===== src/rtl/hrs_pkg.sv =====
package hrs_pkg;
  typedef enum logic [3:0] {
    S_IDLE, S_CFG, S_MSG, S_OUTLEN, S_PROC, S_WAIT,
    S_SW, S_ERR, S_KEYBAD, S_REJ, S_LOCK
  } seq_state_e;

  localparam logic [1:0] CMD_NONE  = 2'd0;
  localparam logic [1:0] CMD_START = 2'd1;
  localparam logic [1:0] CMD_PROC  = 2'd2;
  localparam logic [1:0] CMD_DONE  = 2'd3;

  localparam logic [1:0] MODE_PLAIN = 2'd0;
  localparam logic [1:0] MODE_XOF   = 2'd1;
  localparam logic [1:0] MODE_KEYED = 2'd2;

  localparam logic [3:0] MB_TRUE = 4'hA;
  localparam logic [3:0] ESC_OFF = 4'h5;

  localparam logic [2:0] E_NONE    = 3'd0;
  localparam logic [2:0] E_ENTROPY = 3'd1;
  localparam logic [2:0] E_KEY     = 3'd2;
  localparam logic [2:0] E_REJECT  = 3'd3;
  localparam logic [2:0] E_SWDATA  = 3'd4;
  localparam logic [2:0] E_SWCMD   = 3'd5;
endpackage


===== src/rtl/hrs_fsm.sv =====
module hrs_fsm
  import hrs_pkg::*;
#(
  parameter int N  = 3,
  parameter int IW = 2,
  parameter logic [2*N-1:0] CLI_MODE = '0
) (
  input  logic            clk,
  input  logic            rst,
  input  logic            grant_valid_i,
  input  logic [IW-1:0]   grant_idx_i,
  input  logic [N-1:0]    cli_valid_i,
  input  logic [N-1:0]    cli_last_i,
  input  logic            eng_ready_i,
  input  logic [3:0]      eng_absorbed_i,
  input  logic            entropy_ok_i,
  input  logic            key_valid_i,
  input  logic [1:0]      sw_cmd_i,
  input  logic            err_ack_i,
  input  logic [3:0]      esc_i,
  output seq_state_e      st_o,
  output logic [IW-1:0]   idx_o,
  output logic            latch_o,
  output logic            fin_ok_o,
  output logic            fin_err_o,
  output logic [2:0]      fsm_code_o
);
  seq_state_e    st_q, st_d;
  logic [IW-1:0] idx_q;
  logic          rej_q;
  logic          sel_valid, sel_last, sel_keyed, esc_on;

  always_comb begin
    sel_valid = 1'b0;
    sel_last  = 1'b0;
    sel_keyed = 1'b0;
    for (int i = 0; i < N; i++) begin
      if (idx_q == IW'(i)) begin
        sel_valid = cli_valid_i[i];
        sel_last  = cli_last_i[i];
        sel_keyed = (CLI_MODE[2*i +: 2] == MODE_KEYED);
      end
    end
  end

  assign esc_on = (esc_i != ESC_OFF);

  always_comb begin
    st_d = st_q;
    case (st_q)
      S_IDLE: begin
        if (grant_valid_i)              st_d = S_CFG;
        else if (sw_cmd_i == CMD_START) st_d = S_SW;
      end
      S_CFG: begin
        if (sel_keyed && !entropy_ok_i)     st_d = S_ERR;
        else if (sel_keyed && !key_valid_i) st_d = S_KEYBAD;
        else                                st_d = S_MSG;
      end
      S_MSG: begin
        if (sel_valid && eng_ready_i && sel_last)
          st_d = sel_keyed ? S_OUTLEN : S_PROC;
      end
      S_OUTLEN: if (eng_ready_i) st_d = S_PROC;
      S_PROC:   st_d = S_WAIT;
      S_WAIT:   if (eng_absorbed_i == MB_TRUE) st_d = S_IDLE;
      S_SW:     if (sw_cmd_i == CMD_DONE) st_d = S_IDLE;
      S_KEYBAD: st_d = S_ERR;
      S_ERR:    if (err_ack_i) st_d = rej_q ? S_REJ : S_IDLE;
      S_REJ:    st_d = S_IDLE;
      S_LOCK:   st_d = S_LOCK;
      default:  st_d = S_LOCK;
    endcase
    if (esc_on) st_d = S_LOCK;
  end

  always_ff @(posedge clk) begin
    if (rst) begin
      st_q  <= S_IDLE;
      idx_q <= '0;
      rej_q <= 1'b0;
    end else begin
      st_q <= st_d;
      if (latch_o) idx_q <= grant_idx_i;
      if (st_q == S_ERR && sel_valid && sel_last) rej_q <= 1'b1;
      else if (st_q == S_REJ)                    rej_q <= 1'b0;
    end
  end

  assign st_o      = st_q;
  assign idx_o     = idx_q;
  assign latch_o   = (st_q == S_IDLE) && grant_valid_i;
  assign fin_ok_o  = (st_q == S_WAIT) && (eng_absorbed_i == MB_TRUE) && !esc_on;
  assign fin_err_o = (st_q == S_ERR) && err_ack_i && !esc_on;

  always_comb begin
    fsm_code_o = E_NONE;
    if (st_q == S_CFG && sel_keyed && !entropy_ok_i) fsm_code_o = E_ENTROPY;
    else if (st_q == S_KEYBAD)                       fsm_code_o = E_KEY;
    else if (st_q == S_REJ)                          fsm_code_o = E_REJECT;
  end

  AST_LOCK_STICKY: assert property (@(posedge clk) disable iff (rst)
    st_q == S_LOCK |=> st_q == S_LOCK);
  AST_ESC_FORCES_LOCK: assert property (@(posedge clk) disable iff (rst)
    esc_i != ESC_OFF |=> st_q == S_LOCK);
  AST_WAIT_NEEDS_ABSORB: assert property (@(posedge clk) disable iff (rst)
    (st_q == S_WAIT && eng_absorbed_i != MB_TRUE) |=> (st_q == S_WAIT || st_q == S_LOCK));
  AST_OUTLEN_HOLDS: assert property (@(posedge clk) disable iff (rst)
    (st_q == S_OUTLEN && !eng_ready_i) |=> (st_q == S_OUTLEN || st_q == S_LOCK));
  AST_GRANT_IN_RANGE: assert property (@(posedge clk) disable iff (rst)
    grant_valid_i |-> (int'(grant_idx_i) < N));
endmodule


===== src/rtl/hrs_datamux.sv =====
module hrs_datamux
  import hrs_pkg::*;
#(
  parameter int N  = 3,
  parameter int IW = 2,
  parameter int DW = 32,
  parameter logic [N*DW-1:0] OUTLEN = '0
) (
  input  seq_state_e       st_i,
  input  logic [IW-1:0]    idx_i,
  input  logic [N-1:0]     cli_valid_i,
  input  logic [N*DW-1:0]  cli_data_i,
  input  logic [1:0]       sw_cmd_i,
  input  logic             sw_valid_i,
  input  logic [DW-1:0]    sw_data_i,
  input  logic             eng_ready_i,
  output logic             eng_valid_o,
  output logic [DW-1:0]    eng_data_o,
  output logic             eng_process_o,
  output logic [N-1:0]     cli_ready_o,
  output logic             sw_ready_o,
  output logic [2:0]       mux_code_o
);
  logic          sel_valid, app_active;
  logic [DW-1:0] sel_data, sel_outlen;

  always_comb begin
    sel_valid  = 1'b0;
    sel_data   = '0;
    sel_outlen = '0;
    for (int i = 0; i < N; i++) begin
      if (idx_i == IW'(i)) begin
        sel_valid  = cli_valid_i[i];
        sel_data   = cli_data_i[i*DW +: DW];
        sel_outlen = OUTLEN[i*DW +: DW];
      end
    end
  end

  always_comb begin
    eng_valid_o = 1'b0;
    eng_data_o  = '0;
    case (st_i)
      S_MSG: begin
        eng_valid_o = sel_valid;
        eng_data_o  = sel_data;
      end
      S_OUTLEN: begin
        eng_valid_o = 1'b1;
        eng_data_o  = sel_outlen;
      end
      S_SW: begin
        eng_valid_o = sw_valid_i;
        eng_data_o  = sw_data_i;
      end
      default: ;
    endcase
  end

  for (genvar g = 0; g < N; g++) begin : g_ready
    assign cli_ready_o[g] = (idx_i == IW'(g)) &&
                            ((st_i == S_MSG && eng_ready_i) || st_i == S_ERR);
  end

  assign sw_ready_o    = (st_i == S_SW) && eng_ready_i;
  assign eng_process_o = (st_i == S_PROC) || (st_i == S_SW && sw_cmd_i == CMD_PROC);
  assign app_active    = (st_i == S_CFG) || (st_i == S_MSG) || (st_i == S_OUTLEN) ||
                         (st_i == S_PROC) || (st_i == S_WAIT);

  always_comb begin
    mux_code_o = E_NONE;
    if (st_i != S_SW && sw_valid_i)            mux_code_o = E_SWDATA;
    else if (app_active && sw_cmd_i != CMD_NONE) mux_code_o = E_SWCMD;
  end
endmodule


===== src/rtl/hrs_report.sv =====
module hrs_report
  import hrs_pkg::*;
#(
  parameter int N  = 3,
  parameter int IW = 2,
  parameter logic [2*N-1:0] CLI_MODE = '0
) (
  input  logic           clk,
  input  logic           rst,
  input  logic [IW-1:0]  idx_i,
  input  logic           latch_i,
  input  logic [IW-1:0]  grant_idx_i,
  input  logic           fin_ok_i,
  input  logic           fin_err_i,
  input  logic [2:0]     fsm_code_i,
  input  logic [2:0]     mux_code_i,
  output logic [N-1:0]   rsp_done_o,
  output logic [N-1:0]   rsp_err_o,
  output logic           err_valid_o,
  output logic [2:0]     err_code_o,
  output logic [1:0]     eng_mode_o
);
  logic [1:0] grant_mode;

  always_comb begin
    grant_mode = MODE_PLAIN;
    for (int i = 0; i < N; i++)
      if (grant_idx_i == IW'(i)) grant_mode = CLI_MODE[2*i +: 2];
  end

  always_ff @(posedge clk) begin
    if (rst) begin
      rsp_done_o  <= '0;
      rsp_err_o   <= '0;
      err_valid_o <= 1'b0;
      err_code_o  <= E_NONE;
      eng_mode_o  <= MODE_PLAIN;
    end else begin
      for (int i = 0; i < N; i++) begin
        rsp_done_o[i] <= (idx_i == IW'(i)) && (fin_ok_i || fin_err_i);
        rsp_err_o[i]  <= (idx_i == IW'(i)) && fin_err_i;
      end
      err_valid_o <= (mux_code_i != E_NONE) || (fsm_code_i != E_NONE);
      err_code_o  <= (mux_code_i != E_NONE) ? mux_code_i : fsm_code_i;
      if (latch_i) eng_mode_o <= grant_mode;
    end
  end

  AST_ONE_DONE: assert property (@(posedge clk) disable iff (rst)
    $onehot0(rsp_done_o));
  AST_ERR_NEEDS_DONE: assert property (@(posedge clk) disable iff (rst)
    (rsp_err_o & ~rsp_done_o) == '0);
endmodule


===== src/rtl/hash_req_seq.sv =====
module hash_req_seq
  import hrs_pkg::*;
#(
  parameter int N  = 3,
  parameter int DW = 32,
  parameter int IW = (N > 1) ? $clog2(N) : 1,
  parameter logic [2*N-1:0]  CLI_MODE = {MODE_XOF, MODE_PLAIN, MODE_KEYED},
  parameter logic [N*DW-1:0] OUTLEN   = {32'd128, 32'd512, 32'd256}
) (
  input  logic             clk,
  input  logic             rst,
  input  logic             grant_valid_i,
  input  logic [IW-1:0]    grant_idx_i,
  input  logic [N-1:0]     cli_valid_i,
  input  logic [N-1:0]     cli_last_i,
  input  logic [N*DW-1:0]  cli_data_i,
  output logic [N-1:0]     cli_ready_o,
  output logic [N-1:0]     rsp_done_o,
  output logic [N-1:0]     rsp_err_o,
  input  logic [1:0]       sw_cmd_i,
  input  logic             sw_valid_i,
  input  logic [DW-1:0]    sw_data_i,
  output logic             sw_ready_o,
  output logic             eng_valid_o,
  output logic [DW-1:0]    eng_data_o,
  input  logic             eng_ready_i,
  output logic             eng_process_o,
  output logic [1:0]       eng_mode_o,
  input  logic [3:0]       eng_absorbed_i,
  input  logic             entropy_ok_i,
  input  logic             key_valid_i,
  input  logic             err_ack_i,
  input  logic [3:0]       esc_i,
  output logic             err_valid_o,
  output logic [2:0]       err_code_o,
  output logic             lock_o
);
  seq_state_e    st;
  logic [IW-1:0] idx;
  logic          latch, fin_ok, fin_err;
  logic [2:0]    fsm_code, mux_code;

  hrs_fsm #(.N(N), .IW(IW), .CLI_MODE(CLI_MODE)) u_fsm (
    .clk(clk), .rst(rst),
    .grant_valid_i(grant_valid_i), .grant_idx_i(grant_idx_i),
    .cli_valid_i(cli_valid_i), .cli_last_i(cli_last_i),
    .eng_ready_i(eng_ready_i), .eng_absorbed_i(eng_absorbed_i),
    .entropy_ok_i(entropy_ok_i), .key_valid_i(key_valid_i),
    .sw_cmd_i(sw_cmd_i), .err_ack_i(err_ack_i), .esc_i(esc_i),
    .st_o(st), .idx_o(idx), .latch_o(latch),
    .fin_ok_o(fin_ok), .fin_err_o(fin_err), .fsm_code_o(fsm_code)
  );

  hrs_datamux #(.N(N), .IW(IW), .DW(DW), .OUTLEN(OUTLEN)) u_mux (
    .st_i(st), .idx_i(idx),
    .cli_valid_i(cli_valid_i), .cli_data_i(cli_data_i),
    .sw_cmd_i(sw_cmd_i), .sw_valid_i(sw_valid_i), .sw_data_i(sw_data_i),
    .eng_ready_i(eng_ready_i),
    .eng_valid_o(eng_valid_o), .eng_data_o(eng_data_o),
    .eng_process_o(eng_process_o), .cli_ready_o(cli_ready_o),
    .sw_ready_o(sw_ready_o), .mux_code_o(mux_code)
  );

  hrs_report #(.N(N), .IW(IW), .CLI_MODE(CLI_MODE)) u_rep (
    .clk(clk), .rst(rst),
    .idx_i(idx), .latch_i(latch), .grant_idx_i(grant_idx_i),
    .fin_ok_i(fin_ok), .fin_err_i(fin_err),
    .fsm_code_i(fsm_code), .mux_code_i(mux_code),
    .rsp_done_o(rsp_done_o), .rsp_err_o(rsp_err_o),
    .err_valid_o(err_valid_o), .err_code_o(err_code_o),
    .eng_mode_o(eng_mode_o)
  );

  assign lock_o = (st == S_LOCK);

  AST_SINGLE_READY: assert property (@(posedge clk) disable iff (rst)
    $onehot0(cli_ready_o));
  AST_LOCK_QUIET: assert property (@(posedge clk) disable iff (rst)
    lock_o |-> (!eng_valid_o && cli_ready_o == '0 && !eng_process_o));
endmodule


===== config.mk =====
export PLATFORM = sky130hd
export DESIGN_NAME = hash_req_seq
export DESIGN_NICKNAME = d
export VERILOG_FILES = /design/src/rtl/hrs_pkg.sv /design/src/rtl/hrs_fsm.sv /design/src/rtl/hrs_datamux.sv /design/src/rtl/hrs_report.sv /design/src/rtl/hash_req_seq.sv
export SDC_FILE = /design/constraint.sdc
export NUM_CORES = 1
export LEC_CHECK = 0
export ABC_AREA = 1
export BUFFER_PORTS_ARGS = -buffer_cell sky130_fd_sc_hd__buf_2
export CORE_AREA = 2 2 80 82
export CTS_BUF_LIST = sky130_fd_sc_hd__clkbuf_16
export DETAILED_ROUTE_END_ITERATION = 10
export DIE_AREA = 0 0 82 84
export GPL_TIMING_DRIVEN = 0
export MAX_ROUTING_LAYER = met4
export PLACE_DENSITY = 0.82
export SYNTH_ARGS = -nofsm -noshare
export SYNTH_HDL_FRONTEND = slang
export SYNTH_HIERARCHICAL = 1
export SYNTH_SLANG_ARGS = --single-unit

===== constraint.sdc =====
create_clock -name clk -period 3.6 [get_ports clk]
set_clock_uncertainty 0.15 [all_clocks]
set_input_delay 0.18 -clock clk [delete_from_list [all_inputs] [get_ports clk]]
set_output_delay 0.18 -clock clk [all_outputs]
set_load 0.02 [all_outputs]

==> metrics.txt, run 1 <==
flop2flop setup slack 1.76 ns; GP Congestion 0.930; IO buf count 204; die span in y 84 µm; Worst Min Path Start grant_idx_i[0]; kind of critical path reg -> out; top cells by area, synth nand2_1, nand3_1, dfxtp_1; Pleak 2.23 nW; hold buffer count at cts 0; Power Density 225 mW/mm²; Synth cell types 29; core area 0.00610 mm²; total gr overflow 0; vias in the first global route 3,527; max cap viols 0; Crit. End Element output port; area leader, netlist nand2_1; Tmin final 2.12 ns; worst skew pair latency 0.25 ns; Initial Util 41.0%; CTS H-tree lvls 1; Slew Limit Fails 0; Post-Route WL 10,000 µm; drt first pass iters 5; clk sinks 19; initial antenna violation count 2; Final Instance Area 0.00370 mm²; final setup fails 0; Tightest Pin Transition 0.656 ns; Vias/cell 4.97; total CTS buffers 3; worst vdd ir 318 µV; CTS tree yes; Mean Syn Cell Area 5.25 µm²; Area after DPL 0.00361 mm²; drt initial violations 211; share of layout cells above drive strength 1 39.0%; row count 29; post-CTS sizing 0; critical-path maximum fanout 10; setup_tns 0 ns; fmax 471 MHz; outcome complete, no violations; Root Driver clkbuf_16; global-route wire length before repair 15,800 µm; Post-DP HPWL 8250 µm; FF-to-FF Start u_fsm/st_o[2]; pin count of the biggest net entering global routing 12; Setup crit start kind flop; post-synthesis cell area 0.00250 mm²; Slew headroom 55.9%; total setup buffers inserted after CTS 0; Design Power 832 µW; post-synthesis sequential area ratio 15.2%; Vias 3,790; hold path depth 3; RR Endpoint u_rep/rsp_done_o[0]; final hold vios 0; deepest clock path buffer count 2; net count after synthesis 630; All-Layer GR Usage 29.2%; die area 0.00689 mm²; Clk pin slew, worst setup/hold paths 0.05 ns; Gate Count Post-Synth 476; depth of the most critical reg-to-reg path 4; WL per Instance 13.2 µm; post-synth top area share 26.5%; ANT nets after route 0; Seq cells post-synth 19; Worst Path Arrival 1.79 ns; die width 82 µm; setup repair after global routing missed its margin no; Yosys warning count 6; total DRC errors in the routed layout 0; hold path endpoint u_fsm/idx_o[0]; fillers 600; crit share post-route 59.0%; Tightest Hold Check Type in -> reg; Area Growth Syn to Fin 48.1%; hold_ws 0.0561 ns; worst endpoint required time 3.27 ns; nets 839; Ports 205
[layout by cell type, fill, tap and decap left out, types with 6 or more instances in the layout]
master,synthesis,final
a21oi_1,7,7
buf_2,16,220
buf_4,6,6
dfxtp_1,19,19
inv_1,34,34
inv_2,9,9
nand2_1,176,176
nand2_2,6,6
nand3_1,115,115
nand4_1,8,8
nor2_1,38,38
nor2_2,7,7
[cells in the mapped netlist]
cell,instances
inv_1,34
a21oi_1,7
dfxtp_1,19
or2_2,1
nand2_2,6
o21ai_0,5
a21oi_2,2
a21boi_1,3
nor2_2,7
nor3b_1,1
nand4_1,8
o21ai_1,5
nor2_4,3
buf_4,6
buf_6,4
o21a_1,1
nor3_4,2
nor2_1,38
nand2_1,176
nor3_1,1
nand3_4,1
conb_1,2
o21ai_2,1
o211ai_1,1
buf_2,16
nand3_2,1
nor4_1,1
inv_2,9
nand3_1,115
[metrics by stage]
stage	util, %	worst slack, ns	std cells
after global routing	60.7	1.35	763
after CTS	60.6	1.44	761
after global placement	59.3	1.78	757
final	60.7	1.48	763
after detailed placement	59.3	1.71	757
after floorplan	-	2.02	476
[cell type report]
class	count	area [µm²]	area share [%]
Tap cell	77	96.3	2.60
Buffer	26	170	4.60
Clock buffer	3	75.1	2.03
Timing Repair Buffer	204	1020	27.6
Sequential cell	19	380	10.3
Multi-Input combinational cell	388	1790	48.3
Inverter	43	161	4.36
Antenna cell	2	5.00	0.135
Clock inverter	1	5.00	0.135
[worst max-delay path, stage by stage, from the launching register on]
cell and delay [ns]:
dfxtp_1 0.53, nand2_2 0.17, nor3_4 0.33, buf_6 0.20, nand2_1 0.06, nand2_1 0.08
buf_2 0.17
[sequential cells by signal, summed over array words and instances, names as in the netlist]
| register | count |
|---|---|
| u_rep/err_code_o | 3 |
| u_fsm/st_o | 4 |
| u_rep/err_valid_o | 1 |
| u_fsm/idx_o | 2 |
| u_rep/rsp_err_o | 3 |
| u_rep/eng_mode_o | 2 |
| u_fsm/rej_q | 1 |
| u_rep/rsp_done_o | 3 |
[kinds of logic after synthesis]
group,Yosys count,share of synthesized area [%]
AND/OR/NAND/NOR,361,65.2
buffers and inverters,69,13.3
AO/OA/AOI/OAI,25,5.96
flip-flops,19,15.2
other,2,0.301
[routing by layer]
| metal | global-route usage, % | up-vias | wire length, µm |
|---|---|---|---|
| li1 | - | 1948 | - |
| met1 | 33.1 | 1655 | 3910 |
| met2 | 51.6 | 168 | 5040 |
| met3 | 5.19 | 19 | 915 |
| met4 | 8.33 | 0 | 174 |
| met5 | - | - | 0 |
[worst max path at each step]
stage                   from              to  slack, ns  cells after the start
2_1_floorplan  u_fsm/st_o[1]  cli_ready_o[0]       2.02                      4
3_3_place_gp   u_fsm/st_o[2]  eng_data_o[29]       1.78                      6
3_5_place_dp   u_fsm/st_o[1]  eng_data_o[29]       1.71                      6
4_1_cts        u_fsm/st_o[1]  eng_data_o[29]       1.44                      6
5_1_grt        u_fsm/st_o[1]  eng_data_o[29]       1.35                      6
6_report       u_fsm/st_o[1]  eng_data_o[29]       1.48                      6
[power breakdown]
| group | total (mW) | leakage (nW) | switching (mW) | internal, mW |
|---|---|---|---|---|
| clock network | 0.228 | 0.0409 | 0.0786 | 0.149 |
| registers | 0.227 | 0.155 | 0.00910 | 0.218 |
| logic | 0.377 | 2.03 | 0.222 | 0.156 |
Power figures use the tool's default switching activity.
==> run 2, diff against run 1 <==
- ABC_AREA: 1 -> 0
- CORE_AREA: 2 2 80 82 -> not set
- CORE_UTILIZATION: not set -> 39
- DIE_AREA: 0 0 82 84 -> not set
- PLACE_DENSITY: 0.82 -> 0.78
- clock period: 3.6 -> 2.07 ns (I/O delays scaled with it)
==> run 2 against run 1 <==
Total power is 60% higher. Sequential share of layout area grew 0.46 points. Die area down 5.0%. Hold slack lost 0.0030 ns. Critical path depth decreased by 1. Via count decreased by 15%. Global-route usage shrank 2.0 points. Sequential power rose by 72%. Critical endpoint is now eng_data_o[8]. Largest power group unchanged.
==> metrics.txt, run 2 <==
final setup fails 0 (unchanged); crit share post-route 95.8%; Design Power 1.33 mW (was 832 µW); GP Congestion 1.00 (was 0.930); post-synthesis sequential area ratio 15.7% (was 15.2%); worst vdd ir 469 µV (was 318 µV); Pleak 1.79 nW (was 2.23 nW); top-count cell post-synth o21ai_0 (was nand2_1); clk sinks 19 (unchanged); Gate Count Post-Synth 309 (was 476); total CTS buffers 3 (unchanged); WL per Instance 15.7 µm (was 13.2 µm); max cap viols 0 (unchanged); share of layout cells above drive strength 1 48.3% (was 39.0%); final core occ 62.0% (was 60.7%); global-route wire length before repair 13,600 µm (was 15,800 µm); Power Density 360 mW/mm² (was 225 mW/mm²); row count 28 (was 29); outcome complete, no violations (unchanged); Tightest Hold Check Type in -> reg (unchanged); CTS H-tree lvls 1 (unchanged); die area 0.00654 mm² (was 0.00689 mm²); max reg flops 4 (unchanged); deepest clock path buffer count 2 (unchanged); initial antenna violation count 0 (was 2); drt first pass iters 4 (was 5); Post-Route WL 9320 µm (was 10,000 µm); pin count of the biggest net entering global routing 19 (was 12); fmax 504 MHz; Worst Setup SP u_fsm/st_o[2] (was u_fsm/st_o[1]); synth cell count leaders o21ai_0, mux2i_1, nand3b_1, a22o_1 (was nand2_1, nand3_1, nor2_1, inv_1, dfxtp_1); Crit. End Element output port (unchanged); commonest non-fill, non-tap cell in the layout buf_2 (unchanged); final hold vios 0 (unchanged); CTS tree yes (unchanged); Yosys warning count 6 (unchanged); IO buf count 204 (unchanged); ys flop type dfxtp_1 (unchanged); die span in y 80.9 µm (was 84 µm); total gr overflow 0 (unchanged); Area Growth Syn to Fin 52.1% (was 48.1%); worst endpoint required time 1.82 ns (was 3.27 ns); post-synthesis cell area 0.00243 mm² (was 0.00250 mm²); post-synth top area share 15.7% (was 26.5%); total DRC errors in the routed layout 0 (unchanged); drt initial violations 139 (was 211); Setup crit start kind flop (unchanged); Post-DP HPWL 7530 µm (was 8250 µm); top cells by area, synth dfxtp_1, mux2i_1, nand3b_1 (was nand2_1, nand3_1, dfxtp_1); die width 80.9 µm (was 82 µm); Mean Syn Cell Area 7.86 µm² (was 5.25 µm²); hold path depth 2 (was 3); Vias 3,240 (was 3,790); Clk pin slew, worst setup/hold paths 0.05 ns (about the same); FF/Latch Area 397 µm² (was 380 µm²); worst skew pair latency 0.25 ns (about the same); setup_tns 0 ns (unchanged); net count after synthesis 463 (was 630); FF-to-FF Start u_fsm/st_o[2] (unchanged); Tmin final 1.98 ns; Seq cells post-synth 19 (unchanged); setup repair after global routing missed its margin no (unchanged); hold_ws 0.0531 ns (was 0.0561 ns); Worst Min Path Start rst (was grant_idx_i[0]); core area 0.00596 mm² (was 0.00610 mm²); most frequent cells in the layout buf_2, o21ai_0, mux2i_1 (was buf_2, nand2_1, nand3_1); ANT cells 0 (was 2); Synth cell types 50 (was 29); Root Driver clkbuf_16 (unchanged); ANT nets after route 0 (unchanged); Ports 205 (unchanged); Worst Path Arrival 1.73 ns (was 1.79 ns); Vias/cell 5.45 (was 4.97); vias in the first global route 2,926 (was 3,527); asr flop ratio synth 0% (unchanged); All-Layer GR Usage 27.2% (was 29.2%); area leader, netlist dfxtp_1 (was nand2_1); nets 675 (was 839); critical-path maximum fanout 10 (unchanged); fillers 566 (was 600); Slew Limit Fails 0 (unchanged); depth of the most critical reg-to-reg path 7 (was 4); EDFF count, synth 0 (unchanged); final std cells w/o fill 595 (was 763); placed instance count 588 (was 757); Initial Util 40.8% (was 41.0%); kind of critical path reg -> out (unchanged); multi-input logic area 0.00182 mm² (was 0.00179 mm²)
run 2: layout make-up:
type | instances | area share (%)
plain buffers | 30 | 5.73
clock buffers | 3 | 2.03
clock inverters | 1 | 0.136
inverters | 8 | 0.813
multi-input cells | 251 | 49.4
flip-flops and latches | 19 | 10.7
well taps | 75 | 2.54
repair buffers | 208 | 28.6
run 2: logic make-up after synthesis:
family	after synthesis	share of synthesized area, %
compound gates	102	28.4
xor+xnor	1	0.361
buf+inv	39	9.54
flops	19	15.7
mux	37	15.3
other cells	2	0.309
simple gates	109	30.5
run 2: report_power, final:
part           switching, mW  internal (mW)  leakage [nW]
combinational          0.268          0.270          1.59
sequential            0.0175          0.374         0.158
clock                  0.141          0.259        0.0409
total                  0.427          0.903          1.79
run 2: metrics by stage:
step	area [µm²]	setup slack (ns)
finish	3690	0.0869
global placement	3540	-0.0430
detailed placement	3540	-0.0917
floorplan	2430	0.193
global route	3690	0.0104
CTS	3670	0.0232
run 2: layer usage:
metal	up-vias	track usage [%]	share of wire, %
met3	13	3.26	8.0
met5	-	-	0
met4	0	7.50	1.4
met2	151	50.7	52
li1	1594	-	-
met1	1482	30.3	39
run 2: worst max-delay path: stages (launching register included):
cell and delay, ns:
dfxtp_1 0.38, buf_6 0.17, nor4bb_2 0.37, nor3b_1 0.26
a221o_1 0.13, buf_2 0.15
run 2: worst paths after layout:
path | to | slack, ns
worst max-delay path | eng_data_o[8] | 0.09
worst min-delay path | u_fsm/idx_o[1] | 0.05
worst max register to register | u_rep/err_code_o[1] | 0.11
worst min register to register | u_rep/eng_mode_o[0] | 0.32
run 2: repair_timing:
action                                  in CTS  in global routing
hold buffers                                 2                  0
endpoints found under the setup margin      38                 37
endpoints found under the hold margin        4                  0
buffers inserted                             2                  0
resized for setup                           14                  7
